==> src/rtl/lfclk_pkg.sv <==
package lfclk_pkg;

    localparam int NUM_SRC = 2;

    typedef enum logic {
        SRC_RC = 1'b0,
        SRC_XO = 1'b1
    } lfsrc_e;

    typedef enum logic [1:0] {
        MX_IDLE     = 2'd0,
        MX_WAIT_LOW = 2'd1,
        MX_HOLD     = 2'd2
    } mux_st_e;

    typedef struct packed {
        logic   running;
        lfsrc_e src;
    } lfstat_t;

    function automatic logic [NUM_SRC-1:0] src_onehot(lfsrc_e s);
        return NUM_SRC'(1) << s;
    endfunction

endpackage

==> src/rtl/lfclk_osc_model.sv <==
module lfclk_osc_model #(
    parameter int START_CYC = 20,
    parameter int HALF_CYC  = 3
) (
    input  logic clk,
    input  logic rst,
    input  logic en,
    output logic rdy,
    output logic lvl
);
    localparam int SW = $clog2(START_CYC + 1);
    localparam int HW = $clog2(HALF_CYC + 1);

    logic [SW-1:0] st_cnt;
    logic [HW-1:0] ph_cnt;

    always_ff @(posedge clk) begin
        if (rst || !en) begin
            st_cnt <= '0;
            ph_cnt <= '0;
            rdy    <= 1'b0;
            lvl    <= 1'b0;
        end else begin
            if (!rdy) begin
                if (st_cnt == SW'(START_CYC - 1)) rdy <= 1'b1;
                else                              st_cnt <= st_cnt + 1'b1;
            end
            if (ph_cnt == HW'(HALF_CYC - 1)) begin
                ph_cnt <= '0;
                lvl    <= ~lvl;
            end else begin
                ph_cnt <= ph_cnt + 1'b1;
            end
        end
    end

    // readiness only ever follows a cycle of enable
    a_r9_ready_after_enable: assert property (@(posedge clk) disable iff (rst)
        $rose(rdy) |-> $past(en));

endmodule

==> src/rtl/lfclk_glitchless_mux.sv <==
module lfclk_glitchless_mux
    import lfclk_pkg::*;
#(
    parameter int NSRC = NUM_SRC
) (
    input  logic            clk,
    input  logic            rst,
    input  logic [NSRC-1:0] lvl,
    input  logic            go,
    input  lfsrc_e          go_src,
    input  logic            halt,
    output logic            out_q,
    output lfsrc_e          act,
    output logic            done
);
    mux_st_e st;
    lfsrc_e  nxt;
    logic    live;
    logic    out_nxt;

    always_comb begin
        unique case (st)
            MX_IDLE:     out_nxt = live & lvl[act];
            MX_WAIT_LOW: out_nxt = out_q & live & lvl[act];
            default:     out_nxt = 1'b0;
        endcase
        if (halt) out_nxt = 1'b0;
    end

    always_ff @(posedge clk) begin
        if (rst) begin
            st    <= MX_IDLE;
            nxt   <= SRC_RC;
            act   <= SRC_RC;
            live  <= 1'b0;
            done  <= 1'b0;
            out_q <= 1'b0;
        end else begin
            done  <= 1'b0;
            out_q <= out_nxt;
            if (halt) begin
                st   <= MX_IDLE;
                live <= 1'b0;
            end else begin
                unique case (st)
                    MX_IDLE: if (go) begin
                        nxt <= go_src;
                        st  <= MX_WAIT_LOW;
                    end
                    MX_WAIT_LOW: if (!out_q) st <= MX_HOLD;
                    MX_HOLD: if (!lvl[nxt]) begin
                        act  <= nxt;
                        live <= 1'b1;
                        done <= 1'b1;
                        st   <= MX_IDLE;
                    end
                    default: st <= MX_IDLE;
                endcase
            end
        end
    end

    // the selected source only moves while the output is low
    a_r4_act_moves_low: assert property (@(posedge clk) disable iff (rst)
        !$stable(act) |-> !out_q);

    // the old source stays selected for the whole switch
    a_r3_act_held_while_busy: assert property (@(posedge clk) disable iff (rst)
        (st != MX_IDLE) |-> $stable(act));

endmodule

==> src/rtl/lfclk_ctrl.sv <==
module lfclk_ctrl
    import lfclk_pkg::*;
#(
    parameter int N_CONS = 2
) (
    input  logic               clk,
    input  logic               rst,
    input  logic               sys_off,
    input  logic               sel_wr,
    input  lfsrc_e             sel_data,
    input  logic               start_task,
    input  logic               stop_task,
    input  logic [N_CONS-1:0]  cons_req,
    input  logic [NUM_SRC-1:0] osc_rdy,
    input  logic               mux_done,
    input  lfsrc_e             mux_act,
    output logic [NUM_SRC-1:0] osc_en,
    output logic               mux_go,
    output lfsrc_e             mux_go_src,
    output logic               mux_halt,
    output lfstat_t            stat,
    output logic               started
);
    lfsrc_e sel_q, tgt_q;
    logic   pend_q, glob_q, run_q, go_sent_q;
    logic   keep, turn_off;

    always_comb begin
        keep       = glob_q | (|cons_req);
        turn_off   = sys_off | (run_q & ~keep & ~pend_q);
        mux_halt   = turn_off;
        mux_go     = pend_q & ~go_sent_q & osc_rdy[tgt_q] & ~sys_off;
        mux_go_src = tgt_q;
        osc_en     = '0;
        if (!sys_off) begin
            if (run_q)  osc_en = osc_en | src_onehot(mux_act);
            if (pend_q) osc_en = osc_en | src_onehot(tgt_q);
        end
        stat.running = run_q;
        stat.src     = mux_act;
    end

    always_ff @(posedge clk) begin
        if (rst) begin
            sel_q     <= SRC_RC;
            tgt_q     <= SRC_RC;
            pend_q    <= 1'b0;
            glob_q    <= 1'b0;
            run_q     <= 1'b0;
            go_sent_q <= 1'b0;
            started   <= 1'b0;
        end else if (sys_off) begin
            pend_q    <= 1'b0;
            glob_q    <= 1'b0;
            run_q     <= 1'b0;
            go_sent_q <= 1'b0;
            started   <= 1'b0;
        end else begin
            started <= 1'b0;
            if (sel_wr) sel_q <= sel_data;
            if (start_task && !go_sent_q) begin
                glob_q <= 1'b1;
                tgt_q  <= sel_q;
                pend_q <= 1'b1;
            end else if (stop_task && run_q) begin
                glob_q <= 1'b0;
            end
            if (mux_go) go_sent_q <= 1'b1;
            if (mux_done) begin
                pend_q    <= 1'b0;
                go_sent_q <= 1'b0;
                run_q     <= 1'b1;
                started   <= 1'b1;
            end else if (turn_off) begin
                run_q <= 1'b0;
            end
        end
    end

    // the started event coincides with the running state
    a_r2_started_with_run: assert property (@(posedge clk) disable iff (rst)
        started |-> run_q);

    // a consumer request keeps a running clock alive
    a_r6_consumer_holds: assert property (@(posedge clk) disable iff (rst)
        (run_q && (|cons_req) && !sys_off) |=> run_q);

    // a stop before running leaves the software request untouched
    a_r7_early_stop_ignored: assert property (@(posedge clk) disable iff (rst)
        (stop_task && !run_q && !sys_off && !start_task) |=> (glob_q == $past(glob_q)));

    // system-off clears the running state and any event
    a_r8_sysoff_kills: assert property (@(posedge clk) disable iff (rst)
        sys_off |=> (!run_q && !started && !pend_q));

endmodule

==> src/rtl/lfclk_switcher.sv <==
module lfclk_switcher
    import lfclk_pkg::*;
#(
    parameter int N_CONS       = 2,
    parameter int RC_START_CYC = 20000,
    parameter int XO_START_CYC = 15000000,
    parameter int RC_HALF_CYC  = 8,
    parameter int XO_HALF_CYC  = 8
) (
    input  logic              clk,
    input  logic              rst,
    input  logic              sys_off,
    input  logic              src_wr,
    input  logic              src_wdata,
    input  logic              start_task,
    input  logic              stop_task,
    input  logic [N_CONS-1:0] cons_req,
    output logic              lf_clk,
    output logic              started_evt,
    output logic              stat_running,
    output logic              stat_src
);
    logic [NUM_SRC-1:0] osc_en, osc_rdy, osc_lvl;
    logic               mux_go, mux_halt, mux_done;
    lfsrc_e             mux_go_src, mux_act, sel_data;
    lfstat_t            stat;

    assign sel_data = lfsrc_e'(src_wdata);

    for (genvar i = 0; i < NUM_SRC; i++) begin : g_osc
        localparam int ST = (i == int'(SRC_RC)) ? RC_START_CYC : XO_START_CYC;
        localparam int HC = (i == int'(SRC_RC)) ? RC_HALF_CYC  : XO_HALF_CYC;
        lfclk_osc_model #(.START_CYC(ST), .HALF_CYC(HC)) i_osc (
            .clk (clk),
            .rst (rst),
            .en  (osc_en[i]),
            .rdy (osc_rdy[i]),
            .lvl (osc_lvl[i])
        );
    end

    lfclk_ctrl #(.N_CONS(N_CONS)) i_ctrl (
        .clk        (clk),
        .rst        (rst),
        .sys_off    (sys_off),
        .sel_wr     (src_wr),
        .sel_data   (sel_data),
        .start_task (start_task),
        .stop_task  (stop_task),
        .cons_req   (cons_req),
        .osc_rdy    (osc_rdy),
        .mux_done   (mux_done),
        .mux_act    (mux_act),
        .osc_en     (osc_en),
        .mux_go     (mux_go),
        .mux_go_src (mux_go_src),
        .mux_halt   (mux_halt),
        .stat       (stat),
        .started    (started_evt)
    );

    lfclk_glitchless_mux #(.NSRC(NUM_SRC)) i_mux (
        .clk    (clk),
        .rst    (rst),
        .lvl    (osc_lvl),
        .go     (mux_go),
        .go_src (mux_go_src),
        .halt   (mux_halt),
        .out_q  (lf_clk),
        .act    (mux_act),
        .done   (mux_done)
    );

    assign stat_running = stat.running;
    assign stat_src     = stat.src;

    // the output is low whenever the clock is not running
    a_r5_low_when_off: assert property (@(posedge clk) disable iff (rst)
        (!stat_running && !$past(stat_running)) |-> !lf_clk);

endmodule

==> config.mk <==
export PLATFORM = sky130hd
export DESIGN_NAME = lfclk_switcher
export DESIGN_NICKNAME = d
export VERILOG_FILES = /design/src/rtl/lfclk_pkg.sv /design/src/rtl/lfclk_osc_model.sv /design/src/rtl/lfclk_glitchless_mux.sv /design/src/rtl/lfclk_ctrl.sv /design/src/rtl/lfclk_switcher.sv
export SDC_FILE = /design/constraint.sdc
export NUM_CORES = 1
export LEC_CHECK = 0
export ABC_CLOCK_PERIOD_IN_PS = 2100
export BUFFER_PORTS_ARGS = -buffer_cell sky130_fd_sc_hd__buf_2
export CORE_AREA = 2 2 102 104
export DETAILED_ROUTE_END_ITERATION = 7
export DIE_AREA = 0 0 104 106
export GPL_ROUTABILITY_DRIVEN = 0
export SYNTH_ARGS = -nofsm -noshare
export SYNTH_HDL_FRONTEND = slang
export SYNTH_SLANG_ARGS = --single-unit
==> constraint.sdc <==
create_clock -name clk -period 2.1 [get_ports clk]
set_input_delay 0.21 -clock clk [delete_from_list [all_inputs] [get_ports clk]]
set_output_delay 0.21 -clock clk [all_outputs]
set_load 0.02 [all_outputs]
==> metrics.yaml <==
final_layout:
  area_growth_syn_to_layout_pct: 15.24
  antenna-diode-count: 0
  final_cell_mix: "sky130_fd_sc_hd__dfxtp_1, sky130_fd_sc_hd__nor2_1, sky130_fd_sc_hd__xnor2_1"
  proportion_of_layout_cells_with_a_drive_suffix_above_1_pct: 12.96
  final_common_cell: "sky130_fd_sc_hd__dfxtp_1"
  layout.filler_cells: 1058
  num-nets-final: 363
  instances_no_fill: 491
outcome:
  status: "finished clean"
worst_hold_path:
  hold_worst_path_end: "i_ctrl.sel_q"
  worstHoldPathCells: 3
  timing.hold.worst.start: "src_wdata"
  hold_path_class: "primary input to register"
logic_synthesis:
  syn_avg_cell_area_sq_um: 8.888
  asyncSetResetFlopFracSynth_pct: 0
  ys_seq_area_share_pct: 44.64
  yosys_most_used_dff: "sky130_fd_sc_hd__dfxtp_1"
  mappedNetlistNets: 341
  synth.lib_cells_used.distinct: 49
  synth_seq_cells: 65
  yosysWarnings: 0
  synth_enable_flop_cells: 0
  mapped_cell_area_sq_um: 2915
  netlist_instances: 328
global_route:
  remaining_global_route_overflow: 0
  grt_antenna_before_repair: 0
  first_global_vias: 2204
  grt_start_max_net_pins: 27
  grt_first_pass_wirelength_um: 9397
  grtUsageTotal_pct: 10.33
power:
  cellPowerDensity_nw_per_um2: 688.6
  p_leak_nw: 1.075
  share_clk_of_total_power_pct: 45.2
  power_frac_seq_pct: 53.6
  internal_power_mw: 1.832
  comb_power_share_pct: 1.2
  ir_worst_vdd_mv: 0.3869
  sw_share_pct: 20.81
  p_sw_uw: 481.4
routing:
  count_of_vias_placed_by_the_detailed_router: 2300
  drt-initial-drc-count: 84
  drt.antenna.violating_nets: 0
  drt-total-wl_um: 5394
  post-route-drc-count: 0
  detail_route.first_pass.iterations: 4
  wl_per_cell_um: 10.99
  detail_route.vias_per_cell: 4.684
sta:
  finClkSkew_ns: 0.009294
  final-hold-violation-count: 0
  timing.fmax_mhz: 524.0
  setup_tns_ns: 0
  slew_at_the_pin_closest_to_its_max_slew_limit_ns: 0.7328
  finalMaxSlewViolations: 0
  setup_repair_after_global_routing_missed_its_margin: "false"
  finalSetupViolations: 0
  slew_headroom_pct: 51.03
  finalWorstPathRequiredPeriod_ns: 1.908
  timing.final.crit_share_pct: 90.87
setup_path:
  worst_setup_path_end_kind: "register"
  worst_ep_required_time_ns: 2.34
  r2r_setup_slack_ns: 0.19
  r2r_end: "g_osc[0].i_osc.st_cnt[14]"
  worstPathArrival_ns: 2.15
  rr_worst_depth: 6
  critical_path.max_fanout: 4
  cp-start-kind: "register"
  crit_type: "register to register"
  setup.worst_path.start: "g_osc[0].i_osc.st_cnt[0]"
  reg2reg_from: "g_osc[0].i_osc.st_cnt[0]"
job:
  max_cap_viol_count: 0
floorplan:
  fp.dieArea_sq_um: 11020
  core_area_sq_um: 10000
  initial_cell_density_of_the_core_pct: 29.15
  die_y_um: 106
  io-pin-count: 13
  floorplan.rows: 37
  die_width_um: 104
clocking:
  worstSkewPairLatency_ns: 0.34
  cts_root_buffer: "sky130_fd_sc_hd__clkbuf_8"
  cts-htree-levels: 3
  hold_buffers: 0
  clk_path_buf_depth: 2
  cts_made_buffers: 9
  cts_tree: "built"
  cts.repair.resized: 0
  clk_pin_slew_ns: 0.07
  cts_setup_buffers: 0
  cts_num_sinks: 65
place:
  buffer_ports.inserted: 12
  place_hpwl_um: 3790
  dp.cells: 475
==> layout make-up <==
cell class	count	area, sq um	share of cell area (%)
multi-input cells	246	1538	45.77
well taps	136	170.2	5.065
clock buffers	12	145.1	4.320
flip-flops and latches	65	1301	38.73
repair buffers	21	127.6	3.799
inverters	7	26.28	0.7821
clock inverters	4	51.30	1.527
==> logic make-up after synthesis <==
group                      after synthesis  share of synthesized area (%)
adders and majority gates                4                          1.717
AOI/OAI and AO/OA                       30                          6.567
buffers and inverters                   17                          2.747
DFF                                     65                          44.64
xor gates and xnor gates                34                          10.21
and+or+nand+nor                        171                          31.72
muxes                                    7                          2.404
==> worst max-delay path, cell delays in order, from the launching register on <==
cell,delay [ns]
sky130_fd_sc_hd__dfxtp_1,0.35
sky130_fd_sc_hd__ha_1,0.23
sky130_fd_sc_hd__nand4_1,0.15
sky130_fd_sc_hd__nor4_4,0.07
sky130_fd_sc_hd__or3_1,0.34
sky130_fd_sc_hd__or4_1,0.51
sky130_fd_sc_hd__a21oi_1,0.17
==> registers in the layout, indices dropped and copies added (netlist names) <==
register	flops
g_osc.i_osc.lvl	2
i_ctrl.mux_go_src	1
i_ctrl.sel_q	1
i_ctrl.go_sent_q	1
i_ctrl.glob_q	1
g_osc.i_osc.rdy	2
i_mux.out_q	1
i_ctrl.started	1
g_osc.i_osc.ph_cnt	8
g_osc.i_osc.st_cnt	39
i_ctrl.run_q	1
i_mux.live	1
i_mux.nxt	1
i_mux.act	1
i_mux.done	1
i_ctrl.pend_q	1
i_mux.st	2
==> synthesized netlist by cell type (5+ instances only) <==
library cell | n | area share [%]
sky130_fd_sc_hd__nor2_1 | 56 | 7.2
sky130_fd_sc_hd__nand3_1 | 16 | 2.7
sky130_fd_sc_hd__nand2_1 | 23 | 3.0
sky130_fd_sc_hd__xor2_1 | 5 | 1.5
sky130_fd_sc_hd__dfxtp_1 | 65 | 45
sky130_fd_sc_hd__mux2i_1 | 7 | 2.4
sky130_fd_sc_hd__or3_1 | 5 | 1.1
sky130_fd_sc_hd__xnor2_1 | 29 | 8.7
sky130_fd_sc_hd__nor4_1 | 9 | 1.9
sky130_fd_sc_hd__a21oi_1 | 12 | 2.1
sky130_fd_sc_hd__clkbuf_1 | 7 | 0.90
sky130_fd_sc_hd__o21ai_0 | 6 | 1.0
sky130_fd_sc_hd__inv_1 | 7 | 0.90
sky130_fd_sc_hd__nand4_1 | 5 | 1.1
sky130_fd_sc_hd__nor3_1 | 16 | 2.7
==> metal layers <==
| metal | vias up | share of wire (%) | wire (um) | track usage [%] |
|---|---|---|---|---|
| li1 | 1193 | - | - | - |
| met1 | 1077 | 49 | 2635 | 11.88 |
| met2 | 25 | 47 | 2515 | 17.62 |
| met3 | 5 | 3.7 | 201 | 4.108 |
| met4 | 0 | 0.78 | 42 | 3.282 |
| met5 | - | 0 | 0 | 0 |
==> worst max path at each step <==
stage	to	slack, ns	cells after the start
2_1_floorplan	g_osc[1].i_osc.st_cnt[0]	0.27	5
3_3_place_gp	g_osc[1].i_osc.st_cnt[22]	0.14	6
3_5_place_dp	g_osc[1].i_osc.st_cnt[18]	0.11	6
4_1_cts	g_osc[1].i_osc.st_cnt[18]	0.1	6
5_1_grt	g_osc[1].i_osc.st_cnt[5]	0.08	5
6_report	g_osc[0].i_osc.st_cnt[14]	0.19	6
==> power groups by stage <==
stage                     Clock (mW)  Sequential, mW  Combinational, mW
after global routing            1.13            1.24             0.0322
after global placement             0            1.27             0.0277
after floorplan                    0            1.27             0.0166
after detailed placement           0            1.27             0.0283
after CTS                       1.09            1.24             0.0283
final                           1.05            1.24             0.0280
==> metrics by stage <==
| step | hold slack [ns] | worst slack [ns] | instance area [sq um] | utilization, % | total power [mW] |
|---|---|---|---|---|---|
| detailed placement | 0.4363 | 0.1102 | 3159 | 31.59 | 1.296 |
| global route | 0.1273 | 0.08158 | 3359 | 33.60 | 2.406 |
| global placement | 0.4244 | 0.1444 | 3159 | 31.59 | 1.295 |
| finish | 0.1121 | 0.1917 | 3359 | 33.60 | 2.313 |
| floorplan | 0.2887 | 0.2708 | 2915 | - | 1.283 |
| CTS | 0.1006 | 0.09514 | 3356 | 33.56 | 2.354 |
Power figures use the tool's default switching activity.
